[src/rtl/lbm_pkg.sv]
package lbm_pkg;

  typedef enum logic [1:0] {
    LM_OFF = 2'b00,
    LM_MST = 2'b10,
    LM_SLV = 2'b11
  } lin_mode_e;

  typedef enum logic [1:0] {
    BT_IDLE  = 2'b00,
    BT_LOW   = 2'b01,
    BT_GUARD = 2'b10
  } brk_st_e;

  // mode field decode, bit 1 clear means plain operation
  function automatic lin_mode_e decode_mode(input logic [1:0] sel);
    case (sel)
      2'b10:   return LM_MST;
      2'b11:   return LM_SLV;
      default: return LM_OFF;
    endcase
  endfunction

  // break length in bit times for a transmitting mode
  function automatic int unsigned brk_bits(input lin_mode_e m,
                                           input int unsigned off_bits,
                                           input int unsigned mst_bits);
    return (m == LM_MST) ? mst_bits : off_bits;
  endfunction

  // saturating run-length step
  function automatic int unsigned run_step(input int unsigned run,
                                           input int unsigned cap);
    return (run >= cap) ? cap : run + 1;
  endfunction

endpackage

[src/rtl/lbm_brk_tx.sv]
module lbm_brk_tx
  import lbm_pkg::*;
#(
  parameter int unsigned OFF_BITS = 10,
  parameter int unsigned MST_BITS = 13
) (
  input  logic      clk,
  input  logic      rst_n,
  input  logic      bit_tick,
  input  lin_mode_e mode,
  input  logic      sbk_req,
  input  logic      tx_busy,
  output logic      brk_low,
  output logic      brk_busy
);

  localparam int unsigned MAX_BITS = (OFF_BITS > MST_BITS) ? OFF_BITS : MST_BITS;
  localparam int unsigned CNT_W    = $clog2(MAX_BITS + 1);

  brk_st_e          state_q;
  logic [CNT_W-1:0] cnt_q;
  logic [CNT_W-1:0] len_q;
  logic             sbk_d;
  logic             pending_q;

  // named internal events
  logic is_slave, sbk_rise, start_ev, low_done, guard_done, rearm_ev;

  assign is_slave   = (mode == LM_SLV);
  assign sbk_rise   = sbk_req & ~sbk_d;
  assign start_ev   = bit_tick & (state_q == BT_IDLE) & pending_q & ~tx_busy & ~is_slave;
  assign low_done   = bit_tick & (state_q == BT_LOW) & (cnt_q == len_q - CNT_W'(1));
  assign guard_done = bit_tick & (state_q == BT_GUARD);
  assign rearm_ev   = guard_done & sbk_req & ~is_slave;

  always_ff @(posedge clk or negedge rst_n) begin
    if (!rst_n) begin
      sbk_d <= 1'b0;
    end else begin
      sbk_d <= sbk_req;
    end
  end

  // request latch: survives a set-then-clear of the control bit
  always_ff @(posedge clk or negedge rst_n) begin
    if (!rst_n) begin
      pending_q <= 1'b0;
    end else if (is_slave) begin
      pending_q <= 1'b0;
    end else if (sbk_rise || rearm_ev) begin
      pending_q <= 1'b1;
    end else if (start_ev) begin
      pending_q <= 1'b0;
    end
  end

  always_ff @(posedge clk or negedge rst_n) begin
    if (!rst_n) begin
      state_q <= BT_IDLE;
      cnt_q   <= '0;
      len_q   <= '0;
    end else if (is_slave) begin
      state_q <= BT_IDLE;
      cnt_q   <= '0;
    end else begin
      case (state_q)
        BT_IDLE: begin
          if (start_ev) begin
            state_q <= BT_LOW;
            cnt_q   <= '0;
            len_q   <= CNT_W'(brk_bits(mode, OFF_BITS, MST_BITS));
          end
        end
        BT_LOW: begin
          if (low_done) begin
            state_q <= BT_GUARD;
            cnt_q   <= '0;
          end else if (bit_tick) begin
            cnt_q <= cnt_q + CNT_W'(1);
          end
        end
        BT_GUARD: begin
          if (guard_done) begin
            state_q <= BT_IDLE;
          end
        end
        default: state_q <= BT_IDLE;
      endcase
    end
  end

  assign brk_low  = (state_q == BT_LOW);
  assign brk_busy = (state_q != BT_IDLE);

  assert_slave_idle_R8: assert property (@(posedge clk) disable iff (!rst_n)
    is_slave |=> (state_q == BT_IDLE));

  assert_len_bound_R2: assert property (@(posedge clk) disable iff (!rst_n)
    (state_q == BT_LOW) |-> (cnt_q < len_q));

  assert_guard_follows_R7: assert property (@(posedge clk) disable iff (!rst_n)
    (low_done && !is_slave) |=> (state_q == BT_GUARD));

  assert_start_when_free_R4: assert property (@(posedge clk) disable iff (!rst_n)
    $rose(brk_low) |-> $past(bit_tick && !tx_busy));

endmodule

[src/rtl/lbm_brk_det.sv]
module lbm_brk_det
  import lbm_pkg::*;
#(
  parameter int unsigned DET_BITS = 11
) (
  input  logic      clk,
  input  logic      rst_n,
  input  logic      bit_tick,
  input  lin_mode_e mode,
  input  logic      rxd,
  input  logic      brk_clr,
  output logic      brk_flag,
  output logic      brk_hit
);

  localparam int unsigned RUN_W = $clog2(DET_BITS + 1);

  logic [RUN_W-1:0] run_q;
  logic             flag_q;
  logic             is_slave;

  assign is_slave = (mode == LM_SLV);
  // the sample that completes the run fires exactly once
  assign brk_hit  = bit_tick & is_slave & ~rxd & (run_q == RUN_W'(DET_BITS - 1));

  always_ff @(posedge clk or negedge rst_n) begin
    if (!rst_n) begin
      run_q <= '0;
    end else if (!is_slave) begin
      run_q <= '0;
    end else if (bit_tick) begin
      if (rxd) run_q <= '0;
      else     run_q <= RUN_W'(run_step(int'(run_q), DET_BITS));
    end
  end

  always_ff @(posedge clk or negedge rst_n) begin
    if (!rst_n) begin
      flag_q <= 1'b0;
    end else if (brk_hit) begin
      flag_q <= 1'b1;
    end else if (brk_clr) begin
      flag_q <= 1'b0;
    end
  end

  assign brk_flag = flag_q;

  assert_flag_sticky_R10: assert property (@(posedge clk) disable iff (!rst_n)
    (flag_q && !brk_clr) |=> flag_q);

  assert_flag_cause_R9: assert property (@(posedge clk) disable iff (!rst_n)
    $rose(flag_q) |-> $past(bit_tick && !rxd && is_slave));

  assert_no_run_off_slave_R11: assert property (@(posedge clk) disable iff (!rst_n)
    !is_slave |=> (run_q == '0));

endmodule

[src/rtl/lbm_mute_arb.sv]
module lbm_mute_arb
  import lbm_pkg::*;
(
  input  logic      clk,
  input  logic      rst_n,
  input  lin_mode_e mode,
  input  logic      wr_en,
  input  logic      wr_val,
  input  logic      wake,
  input  logic      rdrf,
  output logic      mute
);

  logic locked, wr_ok, mute_q;

  assign locked = (mode == LM_SLV) & rdrf;
  assign wr_ok  = wr_en & ~locked;

  always_ff @(posedge clk or negedge rst_n) begin
    if (!rst_n) begin
      mute_q <= 1'b0;
    end else if (wake) begin
      mute_q <= 1'b0;
    end else if (wr_ok) begin
      mute_q <= wr_val;
    end
  end

  assign mute = mute_q;

  assert_wake_clears_R12: assert property (@(posedge clk) disable iff (!rst_n)
    wake |=> !mute_q);

  assert_locked_hold_R13: assert property (@(posedge clk) disable iff (!rst_n)
    (locked && !wake) |=> $stable(mute_q));

endmodule

[src/rtl/lin_brk_mute_ctl.sv]
module lin_brk_mute_ctl
  import lbm_pkg::*;
#(
  parameter int unsigned OFF_BRK_BITS = 10,
  parameter int unsigned MST_BRK_BITS = 13,
  parameter int unsigned SLV_DET_BITS = 11
) (
  input  logic       clk,
  input  logic       rst_n,
  input  logic       bit_tick,
  input  logic [1:0] mode_sel,
  input  logic       sbk_req,
  input  logic       tx_busy,
  input  logic       rxd,
  input  logic       brk_clr,
  input  logic       mute_wr_en,
  input  logic       mute_wr_val,
  input  logic       wake_det,
  input  logic       rdrf,
  output logic       brk_tx_low,
  output logic       brk_tx_busy,
  output logic       brk_flag,
  output logic       mute_q
);

  lin_mode_e mode;
  logic      det_hit;

  assign mode = decode_mode(mode_sel);

  lbm_brk_tx #(
    .OFF_BITS (OFF_BRK_BITS),
    .MST_BITS (MST_BRK_BITS)
  ) u_tx (
    .clk      (clk),
    .rst_n    (rst_n),
    .bit_tick (bit_tick),
    .mode     (mode),
    .sbk_req  (sbk_req),
    .tx_busy  (tx_busy),
    .brk_low  (brk_tx_low),
    .brk_busy (brk_tx_busy)
  );

  lbm_brk_det #(
    .DET_BITS (SLV_DET_BITS)
  ) u_det (
    .clk      (clk),
    .rst_n    (rst_n),
    .bit_tick (bit_tick),
    .mode     (mode),
    .rxd      (rxd),
    .brk_clr  (brk_clr),
    .brk_flag (brk_flag),
    .brk_hit  (det_hit)
  );

  lbm_mute_arb u_mute (
    .clk    (clk),
    .rst_n  (rst_n),
    .mode   (mode),
    .wr_en  (mute_wr_en),
    .wr_val (mute_wr_val),
    .wake   (wake_det),
    .rdrf   (rdrf),
    .mute   (mute_q)
  );

  // the transmit side never drives a break while the slave decode is active
  assert_slave_silent_R1: assert property (@(posedge clk) disable iff (!rst_n)
    (mode_sel == 2'b11) |=> !brk_tx_low || (mode_sel != 2'b11));

  assert_hit_sets_flag_R9: assert property (@(posedge clk) disable iff (!rst_n)
    det_hit |=> brk_flag);

endmodule

[config.mk]
export PLATFORM = sky130hd
export DESIGN_NAME = lin_brk_mute_ctl
export DESIGN_NICKNAME = d
export VERILOG_FILES = /design/src/rtl/lbm_pkg.sv /design/src/rtl/lbm_brk_tx.sv /design/src/rtl/lbm_brk_det.sv /design/src/rtl/lbm_mute_arb.sv /design/src/rtl/lin_brk_mute_ctl.sv
export SDC_FILE = /design/constraint.sdc
export NUM_CORES = 1
export LEC_CHECK = 0
export BUFFER_PORTS_ARGS = -buffer_cell sky130_fd_sc_hd__buf_2
export CAP_MARGIN = 5
export CORE_MARGIN = 10
export CORE_UTILIZATION = 48
export DETAILED_ROUTE_END_ITERATION = 8
export PLACE_DENSITY = 0.74
export SYNTH_ARGS = -nofsm -noshare
export SYNTH_HDL_FRONTEND = slang
export SYNTH_SLANG_ARGS = --single-unit
[constraint.sdc]
create_clock -name clk -period 1.7 [get_ports clk]
set_input_delay 0.425 -clock clk [delete_from_list [all_inputs] [get_ports clk]]
set_output_delay 0.425 -clock clk [all_outputs]
set_load 0.02 [all_outputs]
==> reports/metrics.cfg, run 1 <==
[logic_synthesis]
synth-warning-count = 0
post_synth_num_cell_types = 35
ys_ff_latch = 17
syn_nets = 113
syn_area_um2 = 913.4
synth_area_per_cell_um2 = 9.614
ys_seq_area_share_pct = 46.58
syn-instance-count = 95

[critical_path]
crit_type = reg -> out
r2r_cells = 7
reg2reg_slack_ps = 100
cp_max_fo = 6
worstSetupEndpointType = output pin
worstReg2RegEnd = u_tx.cnt_q[3]
r2r-start = u_tx.len_q[1]
crit_path_start_kind = register
worstPathRequired_ps = 1270
worstPathArrival_ps = 1180

[placed_design]
gp_congestion = 0.7145
port_buffers = 16
dp_hpwl_um = 1365

[die]
core_area_um2 = 1764
rows = 15
initial_core_util_pct = 51.77
die_w_um = 63.62
io_pins = 17
die_area_um2 = 4048
die_y_um = 63.62

[clocking]
insertion_delay_ps = 290
clockBufferDepth = 2
cts_made_buffers = 3
cts_sinks = 17
holdBufCountCts = 0
clk_pin_slew_ps = 100
cts_tree = yes
cts-root-buf = clkbuf_4
htree_levels = 1

[sta]
finalSetupViolations = 0
finalCritPeriodShare_pct = 94.66
hold_viol_final = 0
fin_setup_tns_ps = 0
report.final.slew_viol_count = 0
worstMarginPinSlew_ps = 375.2
period_needed_ps = 1609
maxClockFrequency_ghz = 0.6214
relSlewSlack_pct = 74.99
fin_skew_ps = 3.208

[route]
final_antenna_net_count = 0
wl_um = 1937
detail_route.first_pass.iterations = 5
dr.first_iter.drc_count = 33
post-route-drc-count = 0
dr_total_vias = 745
routedWlPerCell_um = 13.74
detail_route.vias_per_cell = 5.284

[finish]
drive_gt1_share_pct = 29.31
fin_util_pct = 61.49
syn_to_final_growth_pct = 18.77
insertedDiodeCount = 0
fillers = 167
nets = 135

[global_routing]
grt_first_pass_wirelength_um = 3160
grt_util_all_layers_pct = 9.329
gr-total-overflow = 0
antenna_found_initial = 0
grt_max_degree = 18
grt_pass1_vias = 743

[run]
drv_cap = 0

[run_status]
outcome = complete, no violations

[pwr]
p_leak_uw = 0.0004843
ir_drop_uv = 845.1
powerDensity_nw_per_um2 = 1247

[worst_hold_path]
worstHoldPathType = in -> async

-- kinds of logic after synthesis --
logic type / synth area share, %
and+or+nand+nor: 18.08
xor gates and xnor gates: 4.794
DFF: 46.58
adders and majority gates: 6.849
AOI/OAI and AO/OA: 19.18
buffers and inverters: 4.519
-- layout by cell type, fill, tap and decap left out, types with 2 or more instances in the layout --
cell type	Yosys	layout
o21bai_1	2	2
dfrtp_1	17	17
buf_2	0	16
nand2b_1	2	2
nor2_1	3	3
o22ai_1	3	3
or2_2	2	2
nand4_1	2	2
nand3_1	3	3
a21oi_1	5	5
inv_2	1	2
xnor2_1	4	3
nand2_1	10	10
ha_1	5	3
inv_1	9	8
a211oi_1	2	2
o21ai_0	6	6
clkbuf_4	0	3
buf_4	0	2
-- per-layer routing --
layer  global-route usage (%)  share of wire, %
met1                    11.25                49
met2                    13.94                43
met3                    4.240               7.5
met4                    3.825              0.62
met5                        0                 0
-- where the power goes --
group	switching [uW]	internal (uW)
clock network	125	91.1
registers	72.7	482
logic	299	282
-- sequential cells by signal, summed over array words and instances (netlist names) --
register,cells
u_mute.mute,1
u_tx.pending_q,1
u_det.brk_flag,1
u_tx.state_q,2
u_det.run_q,4
u_tx.cnt_q,4
u_tx.sbk_d,1
u_tx.len_q,3
-- final cells by class --
type                    instances  area (um2)  area share (%)
clock buffers                   4       26.28           2.422
multi-input cells              67       469.2           43.25
flip-flops and latches         17       425.4           39.22
repair buffers                 18       95.09           8.766
inverters                      10       37.54           3.460
well taps                      25       31.28           2.884
-- worst max-delay path, stage by stage (launching register included) --
cell and delay [ps]:
dfrtp_1 440, or2_2 300, buf_2 160
-- synth_stat cells (all sizes together) --
cell type,count,area [um2]
and3,1,7.510
o22ai,3,18.77
o31a,1,8.760
or2,2,12.51
o21ai,7,35.03
a221oi,1,8.760
dfrtp,17,425.4
nor2b,1,6.260
nand2,11,43.80
clkbuf,1,3.750
ha,5,62.56
or4b,1,13.76
a211oi,2,15.01
nand2b,2,12.51
a31oi,1,6.260
xnor2,4,35.03
o22a,1,8.760
nor4,1,12.51
nand3,3,15.01
a22o,1,8.760
a32oi,1,8.760
nor3,1,5.000
nor2,4,17.52
xor2,1,8.760
inv,10,37.53
nand4,2,12.51
o21bai,2,15.01
and2,1,6.260
a21oi,6,33.78
o31ai,1,7.510
-- stage by stage --
stage / setup slack, ps / power, uW / cell area [um2] / hold slack, ps / cells
after global placement: 126.5 / 1027 / 1021 / 361.6 / 135
after global routing: -5.955 / 1453 / 1085 / 50.68 / 141
after floorplan: 164.8 / 921.0 / 913.4 / 129.4 / 95
after CTS: 20.89 / 1258 / 1047 / 50.89 / 139
after detailed placement: 44.20 / 1040 / 1021 / 366.3 / 135
final: 90.72 / 1352 / 1085 / 38.87 / 141
-- how the worst max path moves through the flow --
stage               endpoint       startpoint  cells after the start  slack (ps)
2_1_floorplan  u_tx.cnt_q[2]    u_tx.len_q[2]                      7         160
3_3_place_gp   u_tx.cnt_q[2]    u_tx.len_q[2]                      7         130
3_5_place_dp   u_tx.cnt_q[2]    u_tx.len_q[2]                      7          40
4_1_cts        u_tx.cnt_q[2]    u_tx.len_q[2]                      7          20
5_1_grt        u_tx.cnt_q[3]    u_tx.len_q[1]                      7          -6
6_report         brk_tx_busy  u_tx.state_q[1]                      2          90
-- what timing repair did --
action,in CTS,in global routing
gates resized for setup,0,4
buffers inserted,0,2
setup endpoints to repair,0,5
hold endpoints to repair,0,0
Power figures use the tool's default switching activity.
==> run 2: changes to the inputs <==
--- a/config.mk
+++ b/config.mk
@@ -13,4 +13,5 @@
 export PLACE_DENSITY = 0.74
 export SYNTH_ARGS = -nofsm -noshare
 export SYNTH_HDL_FRONTEND = slang
+export SYNTH_HIERARCHICAL = 1
 export SYNTH_SLANG_ARGS = --single-unit
==> run 2 against run 1 <==
Against the previous run: utilization down 2.6 points; count of clock-buffer cells in the layout down 1; synthesized cell count down 3.2%; largest power group is now registers; global-route usage down 0.29 points; via count down 1.9%; worst setup slack worse by 30 ps; non-clock buffer count up 2; sequential cell count unchanged.
==> reports/metrics.cfg, run 2 <==
[critical_path]
r2r_cells = 7
crit_type = reg -> reg
r2r-start = u_tx/len_q[2]
cp_max_fo = 7
reg2reg_slack_ps = 60
worstPathArrival_ps = 1820
worstReg2RegEnd = u_tx/cnt_q[2]
worstSetupEndpointType = register
crit_path_start_kind = register
worstPathRequired_ps = 1890

[placed_design]
pre_cts_slack_ps = 42.57
dp_hpwl_um = 1488
gp_congestion = 0.7343
port_buffers = 16

[pwr]
p_int_uw = 806.8
pwr-share-seq_pct = 42.7
ir_drop_uv = 516.6
power_frac_comb_pct = 40.8
p_sw_share_pct = 37.08
fin_total_pwr_uw = 1282
p_leak_uw = 0.0006038
powerDensity_nw_per_um2 = 1134
clkPwrFrac_pct = 16.5
p_switching_uw = 475.5

[route]
wl_um = 1863
post-route-drc-count = 0
detail_route.vias_per_cell = 5.148
routedWlPerCell_um = 13.12
detail_route.first_pass.iterations = 3
final_antenna_net_count = 0
dr.first_iter.drc_count = 24
dr_total_vias = 731

[clocking]
clk_pin_slew_ps = 100
cts_made_buffers = 3
insertion_delay_ps = 280
cts_tree = yes
clockBufferDepth = 2
holdBufCountCts = 0
htree_levels = 1
cts-root-buf = clkbuf_4
cts_sinks = 17

[die]
die_y_um = 64.57
io_pins = 17
die_area_um2 = 4169
die_w_um = 64.57
core_area_um2 = 1922
rows = 16
initial_core_util_pct = 49.61

[sta]
hold_viol_final = 0
fin_skew_ps = 2.678
rsz0062_at_grt = true
worstMarginPinSlew_ps = 358.6
period_needed_ps = 1640
finalSetupViolations = 0
relSlewSlack_pct = 76.09
finalCritPeriodShare_pct = 96.45
report.final.slew_viol_count = 0
maxClockFrequency_ghz = 0.6099
finalWorstSetupSlack_ps = 60.42

[logic_synthesis]
post_synth_num_cell_types = 37
syn_area_um2 = 953.4
synth_area_per_cell_um2 = 10.36
yosys.area.top_type_share_pct = 44.62
yosys.area.top_type = dfrtp_1
synth.most_common_cell = dfrtp_1
syn_nets = 110
ys_ff_latch = 17
syn-instance-count = 92
synthFlopType = dfrtp_1
ys_seq_area_share_pct = 44.62
synth.cells.most_frequent = dfrtp_1 (17), nand2_1 (8), inv_1 (6), nor2_1 (6)
synth_async_sr_flop_share_pct = 100.0
synth-warning-count = 6
ys_top_cells_by_area = dfrtp_1 (45%), ha_1 (6.6%), a21o_1 (3.9%)
synth_edf_count = 0

[run_status]
outcome = complete, no violations

[global_routing]
met3_usage_pct = 3.608
grt_util_all_layers_pct = 9.040
gr-usage-met2_pct = 14.78
gr-total-overflow = 0
grt-busiest-layer = met2
grt_first_pass_wirelength_um = 3180
grt_pass1_vias = 764
antenna_found_initial = 0
met1_usage_pct = 11.06
grt_max_degree = 18

[finish]
nets = 134
final_cell_mix = dfrtp_1 (17), buf_2 (16), nand2_1 (8), inv_1 (6), nor2_1 (6)
layout_commonest_cell = dfrtp_1
syn_to_final_growth_pct = 18.63
insertedDiodeCount = 0
reg_top3 = u_det/run_q (4), u_tx/cnt_q (4), u_tx/len_q (3)
drive_gt1_share_pct = 29.57

[worst_hold_path]
worstHoldPathType = in -> async

[run]
drv_cap = 0

## run 2: cell count changes after synthesis, moves of 3 or more
cell,previous run,this run
nor2_1,3,6
inv_1,9,6
a21o_1,0,5
o21ai_0,6,2
## run 2: timing repair
item                                    CTS  global route
endpoints found under the setup margin    0             4
setup buffers                             0             1
gates resized for setup                   0             2
## run 2: how the worst max path moves through the flow
| stage | start | to | slack (ps) |
|---|---|---|---|
| finish | u_tx/len_q[2] | u_tx/cnt_q[2] | 60 |
| global route | u_tx/len_q[2] | u_tx/cnt_q[2] | -60 |
| CTS | u_tx/len_q[1] | u_tx/cnt_q[2] | 30 |
| detailed placement | u_tx/len_q[1] | u_tx/cnt_q[2] | 40 |
| global placement | u_tx/len_q[2] | u_tx/cnt_q[0] | 110 |
| floorplan | u_tx/len_q[2] | u_tx/cnt_q[2] | 130 |
## run 2: final cells by class
type,instances,area (um2)
inverters,6,22.52
fillers,178,790.8
repair buffers,20,110.1
flip-flops and latches,17,425.4
clock inverters,1,5.005
multi-input cells,68,511.7
clock buffers,3,22.52
well taps,27,33.78
## run 2: kinds of logic (layout without fill, tap and decap cells)
kind of cell / after synthesis / after routing / synth area share, %
compound gates: 25 / 25 / 19.95
flops: 17 / 17 / 44.62
fa+ha+maj: 5 / 5 / 6.562
simple gates: 32 / 32 / 20.60
buf+inv: 7 / 30 / 2.755
xor+xnor: 6 / 6 / 5.513
## run 2: stage by stage
step	cells	setup TNS [ps]	cell area, um2	hold slack (ps)	utilization, %
detailed placement	137	0	1086	364.8	56.51
finish	142	0	1131	35.73	58.85
global placement	137	0	1086	362.6	56.51
global route	142	-105.4	1131	53.62	58.85
floorplan	92	0	953.4	129.4	-
CTS	141	0	1114	49.54	57.94
## run 2: power groups by stage
stage	sequential, uW	combinational [uW]	clock [uW]
global route	560	587	239
floorplan	543	351	0
detailed placement	552	489	0
global placement	547	472	0
finish	548	524	211
CTS	544	490	218
## run 2: worst max-delay path: stages, from the launching register on
cell,delay (ps)
dfrtp_1,360
inv_1,60
ha_1,300
xor2_1,140
nand4_1,150
o211ai_4,280
o21bai_2,80
a21o_1,170
## run 2: metal layers
layer | vias to the layer above | routed length [um]
li1 | 366 | -
met1 | 347 | 874
met2 | 16 | 862
met3 | 2 | 118
met4 | 0 | 8
met5 | - | 0
==> run 3: changes to the inputs <==
--- a/config.mk
+++ b/config.mk
@@ -10,7 +10,7 @@
 export CORE_MARGIN = 10
 export CORE_UTILIZATION = 48
 export DETAILED_ROUTE_END_ITERATION = 8
-export PLACE_DENSITY = 0.74
+export PLACE_DENSITY_LB_ADDON = 0.25
 export SYNTH_ARGS = -nofsm -noshare
 export SYNTH_HDL_FRONTEND = slang
 export SYNTH_HIERARCHICAL = 1
==> run 3 against run 2 <==
Against the previous run: global-route usage is 0.13 points higher; clock power is 5% higher; count of clock-buffer cells in the layout is 1 higher; largest power group is now combinational cells.
==> reports/metrics.cfg, run 3 (synthesized netlist as in run 2, its figures left out) <==
[run]
drv_cap = 0

[route]
routedWlPerCell_um = 13.44
dr.first_iter.drc_count = 10
wl_um = 1908
detail_route.vias_per_cell = 5.225
post-route-drc-count = 0
dr_total_vias = 742
final_antenna_net_count = 0
detail_route.first_pass.iterations = 4

[placed_design]
port_buffers = 16
pre_cts_slack_ps = 40.00
dp.cells = 137
post_dp_cell_area_um2 = 1086
gp_congestion = 0.7595
dp_hpwl_um = 1442

[clocking]
cts_sinks = 17
holdBufCountCts = 0
clk_pin_slew_ps = 100
htree_levels = 1
clockBufferDepth = 2
insertion_delay_ps = 290
cts-root-buf = clkbuf_4
cts_tree = yes
cts_made_buffers = 3

[sta]
finalCritPeriodShare_pct = 99.64
fin_setup_tns_ps = 0
period_needed_ps = 1694
finalWorstSetupSlack_ps = 6.151
worstMarginPinSlew_ps = 378.7
report.final.slew_viol_count = 0
finalSetupViolations = 0
hold_viol_final = 0
relSlewSlack_pct = 74.75
fin_skew_ps = 1.853
maxClockFrequency_ghz = 0.5904
rsz0062_at_grt = true

[finish]
stdcell_count = 142
fin_util_pct = 59.90
insertedDiodeCount = 0
nets = 134
reg_top3 = u_det/run_q (4), u_tx/cnt_q (4), u_tx/len_q (3)
stdcell_area_um2 = 1151
layout_commonest_cell = dfrtp_1
final_cell_mix = dfrtp_1 (17), buf_2 (16), nand2_1 (8), nor2_1 (6)
syn_to_final_growth_pct = 20.73
drive_gt1_share_pct = 33.04

[critical_path]
cpLargestDelayFamily = compound AO/OA/AOI/OAI gates
crit_chain = inv_2 > ha_4 > xor2_1 > nand4_1 > o211ai_4 > o21bai_2 > a21o_1
max_stage_delay_ps = 380
worstSetupEndpointType = register
cp_max_fo = 7
crit_type = reg -> reg
worstPathRequired_ps = 1890
path_buf_inv = 1
worstPathArrival_ps = 1890
slowest_stage = dfrtp_1
crit_path_start_kind = register

[die]
die_w_um = 64.57
die_area_um2 = 4169
io_pins = 17
core_area_um2 = 1922
rows = 16
initial_core_util_pct = 49.61
die_y_um = 64.57

[global_routing]
grt_util_all_layers_pct = 9.171
antenna_found_initial = 0
grt_max_degree = 18
grt_pass1_vias = 708
grt_first_pass_wirelength_um = 3160
gr-total-overflow = 0

[run_status]
outcome = complete, no violations

[pwr]
ir_drop_uv = 623.7
p_sw_share_pct = 38.04
p_int_uw = 835.6
powerDensity_nw_per_um2 = 1172
p_leak_uw = 0.0005969
power_frac_comb_pct = 42.8
clkPwrFrac_pct = 16.4
pwr-share-seq_pct = 40.8
p_switching_uw = 513.0

[worst_hold_path]
worstHoldPathType = in -> async

==> run 3: cell types whose count changed in the layout (fill, tap and decap cells not counted), sizes merged <==
cell and change:
clkbuf +1, clkinv -1
==> run 3: cell type report <==
type	count	area, um2
fillers	165	770.7
multi-input cells	68	533.0
flip-flops and latches	17	425.4
repair buffers	20	110.1
well taps	27	33.78
clock buffers	4	26.28
inverters	6	22.52
==> run 3: power by group through the flow <==
stage	clock [uW]	combinational, uW	sequential, uW
2_1_floorplan	0	351	543
3_3_place_gp	0	470	548
3_5_place_dp	0	487	553
4_1_cts	229	490	545
5_1_grt	247	642	561
6_report	221	577	551
==> run 3: worst register-to-register path, delay by kind of cell, from the launching register on <==
kind	cells	cell delay [ps]
buf+inv	1	70
compound gates	3	540
simple gates	1	160
flops	1	380
fa+ha+maj	1	260
xor+xnor	1	180
==> run 3: through the flow <==
| step | hold WS, ps | power [uW] |
|---|---|---|
| global route | 45.58 | 1450 |
| finish | 32.19 | 1349 |
| detailed placement | 365.6 | 1041 |
| floorplan | 129.4 | 893.8 |
| CTS | 35.07 | 1265 |
| global placement | 363.4 | 1018 |
==> run 3: worst paths after layout <==
kind / from / endpoint / slack [ps] / cells past startpoint
max in group asynchronous: rst_n / u_tx/state_q[1] / 1400 / 1
worst max-delay path: u_tx/len_q[1] / u_tx/cnt_q[2] / 6 / 7
worst min-delay path: rst_n / u_tx/cnt_q[0] / 30 / 1
min in group clk: sbk_req / u_tx/sbk_d / 250 / 1
worst max register to register: u_tx/len_q[1] / u_tx/cnt_q[2] / 6 / 7
worst min register to register: u_det/brk_flag / u_det/brk_flag / 480 / 1
==> run 3: metal layers <==
metal / vias to the layer above / track usage (%) / wire [um]
met2: 18 / 13.42 / 854
met1: 350 / 12.02 / 921
met5: - / 0 / 0
li1: 370 / - / -
met4: 0 / 4.813 / 31
met3: 4 / 2.405 / 100
==> run 3: repair_timing <==
action,in CTS,in global routing
setup endpoints to repair,0,6
gates resized for setup,0,7
buffers inserted,0,1
